[config.mk]
export PLATFORM = sky130hd
export DESIGN_NAME = dispatch_stall_ctrl
export DESIGN_NICKNAME = d
export VERILOG_FILES = /design/src/rtl/dsc_pkg.sv /design/src/rtl/dsc_slot_check.sv /design/src/rtl/dsc_stats.sv /design/src/rtl/dispatch_stall_ctrl.sv
export SDC_FILE = /design/constraint.sdc
export NUM_CORES = 1
export LEC_CHECK = 0
export BUFFER_PORTS_ARGS = -buffer_cell sky130_fd_sc_hd__buf_2
export CELL_PAD_IN_SITES_DETAIL_PLACEMENT = 0
export CELL_PAD_IN_SITES_GLOBAL_PLACEMENT = 2
export CORE_MARGIN = 8
export CORE_UTILIZATION = 31
export CTS_BUF_LIST = sky130_fd_sc_hd__clkbuf_8 sky130_fd_sc_hd__clkbuf_16
export DETAILED_ROUTE_END_ITERATION = 6
export GPL_ROUTABILITY_DRIVEN = 0
export GPL_TIMING_DRIVEN = 1
export PLACE_DENSITY_LB_ADDON = 0.2
export RECOVER_POWER = 100
export SLEW_MARGIN = 40
export SYNTH_ARGS = -nofsm -noshare
export SYNTH_HDL_FRONTEND = slang
export SYNTH_SLANG_ARGS = --single-unit
export TNS_END_PERCENT = 30
[constraint.sdc]
create_clock -name clk -period 19.5 [get_ports clk]
set_input_delay 2.925 -clock clk [delete_from_list [all_inputs] [get_ports clk]]
set_output_delay 2.925 -clock clk [all_outputs]
set_load 0.02 [all_outputs]
[src/rtl/dsc_pkg.sv]
package dsc_pkg;

    localparam int UOP_W   = 3;
    localparam int DST_W   = 2;
    localparam int NUM_RSN = 6;

    typedef enum logic [2:0] {
        RSN_NONE  = 3'd0,
        RSN_ROB   = 3'd1,
        RSN_REG   = 3'd2,
        RSN_SCHED = 3'd3,
        RSN_LQ    = 3'd4,
        RSN_SQ    = 3'd5,
        RSN_GROUP = 3'd6
    } stall_rsn_e;

    typedef struct packed {
        logic [UOP_W-1:0] uops;
        logic [DST_W-1:0] dsts;
        logic             is_ld;
        logic             is_st;
        logic             alone;
    } dinst_t;

    // Effective group width: zero picks the default, oversize clamps.
    function automatic int unsigned pick_width(int unsigned cfg,
                                               int unsigned max_w,
                                               int unsigned def_w);
        if (cfg == 0)
            return def_w;
        if (cfg > max_w)
            return max_w;
        return cfg;
    endfunction

endpackage

[src/rtl/dsc_slot_check.sv]
module dsc_slot_check
    import dsc_pkg::*;
#(
    parameter int NSCHED   = 2,
    parameter int FREE_W   = 8,
    parameter int SCH_W    = 1,
    parameter bit IS_FIRST = 1'b0
) (
    input  logic                           in_play,
    input  dinst_t                         inst,
    input  logic [SCH_W-1:0]               sch_sel,
    input  logic [FREE_W-1:0]              rob_free,
    input  logic [FREE_W-1:0]              prf_free,
    input  logic                           prf_bounded,
    input  logic [NSCHED-1:0][FREE_W-1:0]  sched_free,
    input  logic [FREE_W-1:0]              lq_free,
    input  logic [FREE_W-1:0]              sq_free,
    input  logic [FREE_W-1:0]              rob_in,
    input  logic [FREE_W-1:0]              prf_in,
    input  logic [NSCHED-1:0][FREE_W-1:0]  sched_in,
    input  logic [FREE_W-1:0]              lq_in,
    input  logic [FREE_W-1:0]              sq_in,
    output logic                           go,
    output logic                           stop,
    output stall_rsn_e                     why,
    output logic [FREE_W-1:0]              rob_out,
    output logic [FREE_W-1:0]              prf_out,
    output logic [NSCHED-1:0][FREE_W-1:0]  sched_out,
    output logic [FREE_W-1:0]              lq_out,
    output logic [FREE_W-1:0]              sq_out
);

    localparam int SUM_W = FREE_W + 1;

    logic [SUM_W-1:0]  rob_need, prf_need, sel_need, lq_need, sq_need;
    logic [FREE_W-1:0] sel_free, sel_used;
    logic              sel_hit;
    logic              rob_ok, prf_ok, sch_ok, lq_ok, sq_ok, grp_ok, fits;

    always_comb begin
        rob_need = SUM_W'(rob_in) + SUM_W'(inst.uops);
        prf_need = SUM_W'(prf_in) + SUM_W'(inst.dsts);
        lq_need  = SUM_W'(lq_in) + SUM_W'(inst.is_ld);
        sq_need  = SUM_W'(sq_in) + SUM_W'(inst.is_st);

        sel_free = '0;
        sel_used = '0;
        sel_hit  = 1'b0;
        for (int s = 0; s < NSCHED; s++) begin
            if (SCH_W'(s) == sch_sel) begin
                sel_free = sched_free[s];
                sel_used = sched_in[s];
                sel_hit  = 1'b1;
            end
        end
        sel_need = SUM_W'(sel_used) + SUM_W'(1);

        rob_ok = rob_need <= SUM_W'(rob_free);
        prf_ok = !prf_bounded || (prf_need <= SUM_W'(prf_free));
        sch_ok = sel_hit && (sel_need <= SUM_W'(sel_free));
        lq_ok  = lq_need <= SUM_W'(lq_free);
        sq_ok  = sq_need <= SUM_W'(sq_free);
        grp_ok = IS_FIRST || !inst.alone;
        fits   = rob_ok && prf_ok && sch_ok && lq_ok && sq_ok && grp_ok;

        go   = in_play && fits;
        stop = in_play && !fits;

        if (!stop)        why = RSN_NONE;
        else if (!rob_ok) why = RSN_ROB;
        else if (!prf_ok) why = RSN_REG;
        else if (!sch_ok) why = RSN_SCHED;
        else if (!lq_ok)  why = RSN_LQ;
        else if (!sq_ok)  why = RSN_SQ;
        else              why = RSN_GROUP;

        rob_out = go ? rob_need[FREE_W-1:0] : rob_in;
        prf_out = go ? prf_need[FREE_W-1:0] : prf_in;
        lq_out  = go ? lq_need[FREE_W-1:0]  : lq_in;
        sq_out  = go ? sq_need[FREE_W-1:0]  : sq_in;
        for (int s = 0; s < NSCHED; s++) begin
            sched_out[s] = (go && SCH_W'(s) == sch_sel) ? sel_need[FREE_W-1:0]
                                                         : sched_in[s];
        end
    end

endmodule

[src/rtl/dsc_stats.sv]
module dsc_stats
    import dsc_pkg::*;
#(
    parameter int MAX_W  = 4,
    parameter int CNT_W  = 16,
    parameter int WSEL_W = 3
) (
    input  logic                         clk,
    input  logic                         rst,
    input  logic [WSEL_W-1:0]            disp_count,
    input  stall_rsn_e                   stall_reason,
    output logic [NUM_RSN*CNT_W-1:0]     stall_cnt,
    output logic [(MAX_W+1)*CNT_W-1:0]   hist_cnt
);

    for (genvar b = 0; b <= MAX_W; b++) begin : g_bin
        logic [CNT_W-1:0] bin_q;
        always_ff @(posedge clk) begin
            if (rst)
                bin_q <= '0;
            else if (disp_count == WSEL_W'(b))
                bin_q <= bin_q + CNT_W'(1);
        end
        assign hist_cnt[b*CNT_W +: CNT_W] = bin_q;
    end

    for (genvar r = 0; r < NUM_RSN; r++) begin : g_rsn
        logic [CNT_W-1:0] cnt_q;
        always_ff @(posedge clk) begin
            if (rst)
                cnt_q <= '0;
            else if (stall_reason == stall_rsn_e'(3'(r + 1)))
                cnt_q <= cnt_q + CNT_W'(1);
        end
        assign stall_cnt[r*CNT_W +: CNT_W] = cnt_q;
    end

endmodule

[src/rtl/dispatch_stall_ctrl.sv]
module dispatch_stall_ctrl
    import dsc_pkg::*;
#(
    parameter int MAX_W  = 4,
    parameter int DEF_W  = 2,
    parameter int NSCHED = 2,
    parameter int FREE_W = 8,
    parameter int CNT_W  = 16,
    localparam int WSEL_W = $clog2(MAX_W + 1),
    localparam int SCH_W  = (NSCHED > 1) ? $clog2(NSCHED) : 1
) (
    input  logic                        clk,
    input  logic                        rst,
    input  logic [WSEL_W-1:0]           cfg_width,
    input  logic [FREE_W-1:0]           cfg_prf_limit,
    input  logic [WSEL_W-1:0]           q_count,
    input  logic [MAX_W*UOP_W-1:0]      q_uops,
    input  logic [MAX_W*DST_W-1:0]      q_dsts,
    input  logic [MAX_W-1:0]            q_is_load,
    input  logic [MAX_W-1:0]            q_is_store,
    input  logic [MAX_W-1:0]            q_alone,
    input  logic [MAX_W*SCH_W-1:0]      q_sched,
    input  logic [FREE_W-1:0]           rob_free,
    input  logic [FREE_W-1:0]           prf_free,
    input  logic [NSCHED*FREE_W-1:0]    sched_free,
    input  logic [FREE_W-1:0]           lq_free,
    input  logic [FREE_W-1:0]           sq_free,
    output logic [WSEL_W-1:0]           disp_count,
    output logic [2:0]                  stall_reason,
    output logic [FREE_W-1:0]           used_rob,
    output logic [FREE_W-1:0]           used_prf,
    output logic [NSCHED*FREE_W-1:0]    used_sched,
    output logic [FREE_W-1:0]           used_lq,
    output logic [FREE_W-1:0]           used_sq,
    output logic [NUM_RSN*CNT_W-1:0]    stall_cnt,
    output logic [(MAX_W+1)*CNT_W-1:0]  hist_cnt
);

    dinst_t                        slot     [MAX_W];
    logic [SCH_W-1:0]              slot_sch [MAX_W];
    logic [NSCHED-1:0][FREE_W-1:0] sched_av;
    logic [MAX_W-1:0]              in_range;
    logic [MAX_W:0]                chain;
    logic [MAX_W-1:0]              go_v, stop_v;
    stall_rsn_e                    why_v    [MAX_W];
    stall_rsn_e                    rsn;
    logic                          prf_bounded;
    int unsigned                   eff_w;

    logic [FREE_W-1:0]             rob_u    [MAX_W+1];
    logic [FREE_W-1:0]             prf_u    [MAX_W+1];
    logic [FREE_W-1:0]             lq_u     [MAX_W+1];
    logic [FREE_W-1:0]             sq_u     [MAX_W+1];
    logic [NSCHED-1:0][FREE_W-1:0] sch_u    [MAX_W+1];

    // Unpack the queue-head fields and resolve the effective width.
    always_comb begin
        eff_w       = pick_width(int'(cfg_width), MAX_W, DEF_W);
        prf_bounded = (cfg_prf_limit != '0);
        for (int i = 0; i < MAX_W; i++) begin
            slot[i].uops  = q_uops[i*UOP_W +: UOP_W];
            slot[i].dsts  = q_dsts[i*DST_W +: DST_W];
            slot[i].is_ld = q_is_load[i];
            slot[i].is_st = q_is_store[i];
            slot[i].alone = q_alone[i];
            slot_sch[i]   = q_sched[i*SCH_W +: SCH_W];
            in_range[i]   = (i < int'(eff_w)) && (i < int'(q_count));
        end
        for (int s = 0; s < NSCHED; s++)
            sched_av[s] = sched_free[s*FREE_W +: FREE_W];
    end

    assign chain[0] = 1'b1;
    assign rob_u[0] = '0;
    assign prf_u[0] = '0;
    assign lq_u[0]  = '0;
    assign sq_u[0]  = '0;
    assign sch_u[0] = '0;

    for (genvar i = 0; i < MAX_W; i++) begin : g_slot
        dsc_slot_check #(
            .NSCHED   (NSCHED),
            .FREE_W   (FREE_W),
            .SCH_W    (SCH_W),
            .IS_FIRST (i == 0)
        ) check_i (
            .in_play     (chain[i] && in_range[i]),
            .inst        (slot[i]),
            .sch_sel     (slot_sch[i]),
            .rob_free    (rob_free),
            .prf_free    (prf_free),
            .prf_bounded (prf_bounded),
            .sched_free  (sched_av),
            .lq_free     (lq_free),
            .sq_free     (sq_free),
            .rob_in      (rob_u[i]),
            .prf_in      (prf_u[i]),
            .sched_in    (sch_u[i]),
            .lq_in       (lq_u[i]),
            .sq_in       (sq_u[i]),
            .go          (go_v[i]),
            .stop        (stop_v[i]),
            .why         (why_v[i]),
            .rob_out     (rob_u[i+1]),
            .prf_out     (prf_u[i+1]),
            .sched_out   (sch_u[i+1]),
            .lq_out      (lq_u[i+1]),
            .sq_out      (sq_u[i+1])
        );
        assign chain[i+1] = go_v[i];
    end

    // Group size and the single reported cause of a short group.
    always_comb begin
        disp_count = '0;
        rsn        = RSN_NONE;
        for (int i = 0; i < MAX_W; i++) begin
            if (go_v[i])
                disp_count = disp_count + WSEL_W'(1);
            if (stop_v[i])
                rsn = why_v[i];
        end
    end

    assign stall_reason = rsn;
    assign used_rob     = rob_u[MAX_W];
    assign used_prf     = prf_u[MAX_W];
    assign used_lq      = lq_u[MAX_W];
    assign used_sq      = sq_u[MAX_W];

    for (genvar s = 0; s < NSCHED; s++) begin : g_used
        assign used_sched[s*FREE_W +: FREE_W] = sch_u[MAX_W][s];
    end

    dsc_stats #(
        .MAX_W  (MAX_W),
        .CNT_W  (CNT_W),
        .WSEL_W (WSEL_W)
    ) stats_i (
        .clk          (clk),
        .rst          (rst),
        .disp_count   (disp_count),
        .stall_reason (rsn),
        .stall_cnt    (stall_cnt),
        .hist_cnt     (hist_cnt)
    );

endmodule

==> reports/results.ini <==
[logic_synthesis]
ys_top_cells_by_count=176 x dfxtp_1, 140 x nor2_1, 112 x a21oi_1
synthFlopType=dfxtp_1
synth_cells=1551
syn_avg_cell_area_sq_um=8.02
yosysWarnings=0
synth.distinct_cells=79
synth_edf_count=0
yosys.area.top_type=dfxtp_1
post-synth-top-area-fraction_pct=28.3
synth-seq-area-share_pct=28.3
yosysMostFrequentCell=dfxtp_1
synth-seq-cells=176
netlist_area_sq_um=12400
async_flop_share_pct=0
yosys-top-cells-area=dfxtp_1 28%, ha_1 10%, xnor2_1 4.7%

[floorplan]
die_h_um=216
initial_core_util_pct=31.4
boundaryPins=330
die-width_um=216
row_count=73
placeableCoreArea_sq_um=39600
dieArea_sq_um=46800

[grt]
grtUsageTotal_pct=17.7
grt_pass1_vias=11867
grt_pass1_wl_mm=67.1
overflow=0
antenna_found_initial=1
grt_max_degree=80

[sta]
fin_skew_ns=0.0133
finalHoldViolCount=0
fin_crit_sh_pct=94.1
maxSlewHeadroom_pct=5.26
grt_setup_unrepaired=false
setup_slack_ns=1.14
final-setup-viol-count=0
setup_tns_ns=0
slew_violations=0
max_freq_mhz=54.5
worstMarginPinSlew_ns=1.42
min_period_ns=18.36

[setup_path]
required_ns=16.57
end_kind=output port
crit_fanout=21
startpoint_type=primary input
cpMaxStageDelayCell=nor3b_1
cp.arrival_ns=15.43
slowest_delay_ns=0.62
crit_type=in -> out
cpMostUsedCell=ha_1

[clock_network]
cts_sinks=176
clockBufferDepth=2
clkLatencyLatePin_ns=0.44
cts_resized=0
h-tree-depth=4
cts_setup_buffers=0
cts-root-buf=clkbuf_16
cts_tree=done
cts_inserted_buffers=17
cts.clk_slew.worst_paths_ns=0.06
hold_buffers=0

[pwr]
p_int_mw=0.608
powerDensity_nw_per_um2=61.5
p_sw_mw=0.291
power_frac_clock_pct=36.4
p_leak_nw=5.56
irDropWorstVdd_mv=0.0540
pwr-share-comb_pct=22.6
p_sw_share_pct=32.4
seq_power_share_pct=41.0

[layout]
final_area_sq_um=14600
fin_nets=2027
area_growth_pct=17.6
stdcell_count=2356
diodes=0
drive_gt1_share_pct=11.0

[place]
post-place-ws_ns=1.01
io_buffer_count=307
placed_area_sq_um=14400
post-place-cells=2326
dp_hpwl_mm=33.1

[detailed_routing]
wl_mm=42.8
drtIter0Drc=611
viasPerCell=5.17
wire_per_inst_um=18.2
drcViolationCount=0
firstDrtPassIters=4
route.vias.total=12173
antenna_left=0

[min_path]
hp-class=reg -> reg

[job]
maxCapViolCount=0

[outcome]
status=finished clean

placed cells by master (no fill, tap or decap), types with 17 or more instances in the layout:
cell and n:
ha_1 101, dfxtp_1 176, inv_1 79, or3_1 38
xor2_1 41, o21ai_0 58, conb_1 21, nand3_1 78
clkbuf_1 207, nand2_1 110, buf_2 100, clkbuf_16 17
nor2_1 139, or4_1 32, a21oi_1 112, nor4_1 33
xnor2_1 67, mux2_2 24, nand4_1 64, and3_1 40
nor3_1 35, o31ai_1 24, nor2b_1 23
worst max-delay path: cells and delay by family:
family                     cells  cell delay (ns)
xor gates and xnor gates       2             0.34
and+or+nand+nor               11             2.96
AOI/OAI and AO/OA             14             3.60
muxes                          2             0.77
adders and majority gates      9             2.67
buffers and inverters         12             2.15
flip-flops by register name, indices dropped and copies added, names as in the netlist:
| register | count |
|---|---|
| stats_i.g_bin.bin_q | 80 |
| stats_i.g_rsn.cnt_q | 96 |
path summary, 6_finish.rpt:
| path | from | to | slack (ns) | cells after the start |
|---|---|---|---|---|
| setup / recovery | prf_free[1] | disp_count[1] | 1.14 | 50 |
| setup reg to reg | stats_i.g_rsn[5].cnt_q[2]$_SDFFE_PP0N_ | stats_i.g_rsn[5].cnt_q[12]$_SDFFE_PP0N_ | 17.05 | 6 |
| hold reg to reg | stats_i.g_bin[4].bin_q[14]$_SDFFE_PP0N_ | stats_i.g_bin[4].bin_q[14]$_SDFFE_PP0N_ | 0.49 | 2 |
| hold / removal | stats_i.g_bin[4].bin_q[14]$_SDFFE_PP0N_ | stats_i.g_bin[4].bin_q[14]$_SDFFE_PP0N_ | 0.49 | 2 |
per-layer routing:
layer	up-vias	wire, um	track usage [%]
li1	6101	-	-
met1	5773	19500	22.3
met2	252	19800	29.0
met3	45	2470	4.99
met4	2	1010	5.28
met5	-	8	0
cell type report:
type	count	area [sq um]
fill	4343	25000
multi-input combinational	1221	8220
sequential	176	3520
timing repair buffer	319	1370
tap	525	657
clock buffer	20	467
inverter	85	322
clock inverter	10	75.1
through the flow:
step	hold slack [ns]	total power [mW]	utilization, %
after floorplan	0.557	0.524	-
after global placement	0.472	0.583	36.3
after detailed placement	0.486	0.587	36.3
after CTS	0.497	0.922	37.7
after global routing	0.522	0.957	36.9
final	0.494	0.899	36.9
logic make-up after synthesis:
family | synth area share, %
simple gates | 29.3
mux | 3.46
other cells | 0.0301
buf+inv | 6.16
fa+ha+maj | 11.1
flops | 28.3
compound gates | 13.6
xor+xnor | 7.98
power groups by stage:
stage	clock, mW	combinational (mW)	sequential, mW
after floorplan	0	0.143	0.381
after global placement	0	0.206	0.377
after detailed placement	0	0.210	0.377
after CTS	0.342	0.211	0.369
after global routing	0.356	0.231	0.370
final	0.327	0.203	0.369
Power figures use the tool's default switching activity.
